==> src/rtl/chan_flag_status.sv <==
module chan_flag_status #(
  parameter int NUM_CH = 8,
  parameter int ADDR_W = 8,
  parameter logic [ADDR_W-1:0] REG_OFFSET = 'h50
) (
  input  logic              clk,
  input  logic              rst_n,
  input  logic [ADDR_W-1:0] bus_addr,
  input  logic              bus_rd,
  input  logic              bus_wr,
  input  logic [31:0]       bus_wdata,
  output logic [31:0]       bus_rdata,
  input  logic [NUM_CH-1:0] chan_event,
  input  logic [NUM_CH-1:0] irq_en,
  output logic [NUM_CH-1:0] irq_req
);
  logic [NUM_CH-1:0] flags, armed;
  logic hit, rd_hit, wr_hit;

  assign hit    = (bus_addr == REG_OFFSET);
  assign rd_hit = hit && bus_rd;
  assign wr_hit = hit && bus_wr;

  assign bus_rdata = rd_hit ? {{(32-NUM_CH){1'b0}}, flags} : 32'd0;
  assign irq_req   = flags & irq_en;

  always_ff @(posedge clk or negedge rst_n) begin
    if (!rst_n) begin
      flags <= '0;
      armed <= '0;
    end else begin
      for (int n = 0; n < NUM_CH; n++) begin
        if (chan_event[n]) begin
          flags[n] <= 1'b1;
          armed[n] <= 1'b0;
        end else if (wr_hit) begin
          if (armed[n] && !bus_wdata[n]) flags[n] <= 1'b0;
          armed[n] <= 1'b0;
        end else if (rd_hit && flags[n]) begin
          armed[n] <= 1'b1;
        end
      end
    end
  end

  // every event is visible in the flags on the next cycle
  a_r2_event_sets: assert property (@(posedge clk) disable iff (!rst_n)
    (|chan_event) |=> ((flags & $past(chan_event)) == $past(chan_event)));

  // a flag can only fall if it was armed
  a_r6_clear_needs_arm: assert property (@(posedge clk) disable iff (!rst_n)
    1'b1 |=> (($past(flags) & ~flags & ~$past(armed)) == '0));

  // flags are steady without a write at the register offset
  a_r10_no_write_no_fall: assert property (@(posedge clk) disable iff (!rst_n)
    !wr_hit |=> ((flags & $past(flags)) == $past(flags)));

  // no flag rises without its event
  a_r2_no_spurious_set: assert property (@(posedge clk) disable iff (!rst_n)
    1'b1 |=> ((flags & ~$past(flags) & ~$past(chan_event)) == '0));

  // reserved read bits stay zero
  a_r3_reserved_zero: assert property (@(posedge clk) disable iff (!rst_n)
    bus_rdata[31:NUM_CH] == '0);
endmodule

==> config.mk <==
export PLATFORM = sky130hd
export DESIGN_NAME = chan_flag_status
export DESIGN_NICKNAME = d
export VERILOG_FILES = /design/src/rtl/chan_flag_status.sv
export SDC_FILE = /design/constraint.sdc
export NUM_CORES = 1
export LEC_CHECK = 0
export BUFFER_PORTS_ARGS = -buffer_cell sky130_fd_sc_hd__buf_2
export CORE_UTILIZATION = 38
export CTS_BUF_LIST = sky130_fd_sc_hd__clkbuf_8 sky130_fd_sc_hd__clkbuf_16
export DETAILED_ROUTE_END_ITERATION = 6
export PLACE_DENSITY = 0.85
export SYNTH_ARGS = -nofsm -noshare
export SYNTH_HDL_FRONTEND = slang
export SYNTH_SLANG_ARGS = --single-unit
==> constraint.sdc <==
create_clock -name clk -period 2.8 [get_ports clk]
set_input_delay 0.28 -clock clk [delete_from_list [all_inputs] [get_ports clk]]
set_output_delay 0.28 -clock clk [all_outputs]
set_load 0.01 [all_outputs]
==> run summary <==
Skew-Pair Late Insertion Delay: 250 ps
Post-CTS Resized: 0
H-tree Lvls: 1
Yosys warns: 0
Met2 Usage GRT: 29.0%
Inserted Clock Buffers: 3
Number of port buffers: 51
Setup Viol. Count Final: 0
Worst path cell trace: buf_2 > nor4bb_2 > buf_4 > and2_0 > and3_1 > buf_2
Hold Path Class: input pin to flip-flop
Starting DRC count in detailed routing: 15
CP Launch Type: input pin
R2r startpoint: flags[4]$_DFFE_PN0P_
Initial Utilization: 40.5%
Die X: 53.4 µm
Share of layout cells above drive strength 1: 38.0%
ANT nets after route: 0
Clk buf depth: 2
Power per Cell Area: 399 mW/mm²
CP max FO: 10
ANT cells: 0
Synthesized instance count: 105
Clock root cell: clkbuf_8
WP data required: 2520 ps
Routed vias: 895
Per-cell routed wire length: 11.0 µm
Post-synthesis to final-layout area growth: 25.3%
Fillers: 246
Core Util, Final: 50.8%
Max Fclk: 522 MHz
Post-route cell area: 0.00126 mm²
Critical path startpoint: bus_addr[5]
TritonRoute pass-1 iters: 4
EDFF count, synth: 0
Ys flop type: dfrtp_1
Ys async rst share: 100%
DRC viols: 0
Global route hottest layer: met2
Top delay family on crit path: simple AND/OR/NAND/NOR gates
Die height: 53.4 µm
Placed Cells: 183
Slew HR: 59.8%
Top cells by area, synth: dfrtp_1 (40%), buf_4 (18%), a41oi_1 (7.0%)
Rows: 18
Clock skew: 2.06 ps
Antenna violations before repair: 0
CP max stage cell: and2_0
Yosys top cell area share: 39.9%
TritonCTS sink count: 16
Number of setup buffers added after CTS: 0
Top post-synthesis cells by count: buf_4 (24), dfrtp_1 (16), and3_1 (9)
CTS tree: done
Number of global-route vias before repair: 780
Hold_ws: 217 ps
Status: completed
Lkg Pwr: 0.638 nW
Fin crit share: 68.4%
Drt via density: 4.76
Final worst setup slack: 885 ps
Synth area leader: dfrtp_1
CTS Hold Bufs: 1
Pre-CTS WS: 873 ps
GPL Wtd Cong: 0.665
Maxcap violations: 0
Layout Cells excl Fill: 188
Power, Total: 0.501 mW
Total routed wirelength: 2070 µm
Fin Setup TNS: 0 ps
Hold Startpoint: chan_event[4]
Detailed Place HPWL: 1570 µm
Reg clk slew, reported paths: 60 ps
Most used cell, CP: buf_2
Maximum vdd drop: 0.314 mV
Synth Register Bits: 16
Max incr delay on CP: 410 ps
Met3 usage: 4.60%
Bufs and invs on worst path: 3
First-pass GRT wire length: 3260 µm
Synth Area per Inst: 9.56 µm²
Hold Fails Final Rpt: 0
Arrival time worst endpoint: 1640 ps
Global Route Usage Sum: 15.9%
Reg area: 400 µm²
GRT overflow: 0
Met1 Use GR: 18.2%
Synthesized area: 0.00100 mm²
Full die area: 0.00285 mm²
Worst-margin pin slew: 603 ps
Unrepaired setup endpoints after global routing: false
# IOs: 100
Pins Over Slew Limit: 0
Area of the multi-input gates: 484 µm²
Largest net degree at the start of global routing: 17
Core area: 0.00248 mm²
Most numerous cell in the Yosys netlist: buf_4
Critical path type: input pin to output port
Cell Area, Placed: 0.00119 mm²
Final min period: 1920 ps
Unique masters post-synth: 17
Fin nets: 219
Endpoint class of the critical path: output port
Sequential area share after synthesis: 39.9%
worst paths after layout:
path                                              to  slack (ps)  depth (start not counted)
worst min register to register  armed[4]$_DFFE_PN0P_         550                          2
worst max register to register  armed[4]$_DFFE_PN0P_        2000                          2
worst min-delay path            armed[4]$_DFFE_PN0P_         220                          2
max in group asynchronous       armed[5]$_DFFE_PN0P_        2070                          2
min in group asynchronous       armed[6]$_DFFE_PN0P_         470                          2
worst max-delay path                    bus_rdata[1]         880                          6
state kept, by name, summed over array words and instances, names as in the netlist:
name / flops
armed: 8
flags: 8
worst register-to-register path, delay by kind of cell, from the launching register on:
family | cells | cell delay, ps
flip-flops | 1 | 400
AO/OA/AOI/OAI | 1 | 200
AND/OR/NAND/NOR | 1 | 60
cell usage in the layout, fill, tap and decap left out:
cell and instances:
and2_0 1, nor2_1 8, nor4_4 1, nor3b_1 8, dfrtp_1 16, clkbuf_8 4, and2_1 8, nor3_1 8
and3_1 9, dlygate4sd3_1 1, a21oi_2 1, buf_2 51, buf_4 2, a21oi_1 7, a41oi_1 8, nor4bb_2 1
conb_1 24
area by class of cell:
cell class | count | area share (%)
clock buffers | 4 | 4.38
flip-flops and latches | 16 | 31.8
multi-input cells | 84 | 38.5
well taps | 30 | 2.99
repair buffers | 54 | 22.3
kinds of logic (layout without fill, tap and decap cells):
group | count (synthesis) | count (layout) | synth area share, %
other | 1 | 24 | 0.374
buffers and inverters | 28 | 58 | 21.1
AOI/OAI and AO/OA | 16 | 16 | 11.3
DFF | 16 | 16 | 39.9
and+or+nand+nor | 44 | 44 | 27.3
metal layers:
| metal | wire, µm | up-vias |
|---|---|---|
| li1 | - | 431 |
| met1 | 814 | 407 |
| met2 | 1040 | 55 |
| met3 | 210 | 2 |
| met4 | 8 | 0 |
| met5 | 0 | - |
power breakdown:
group | internal (mW) | switching (mW)
clock | 0.125 | 0.0750
sequential | 0.231 | 0.000114
combinational | 0.0283 | 0.0419
Power figures use the tool's default switching activity.
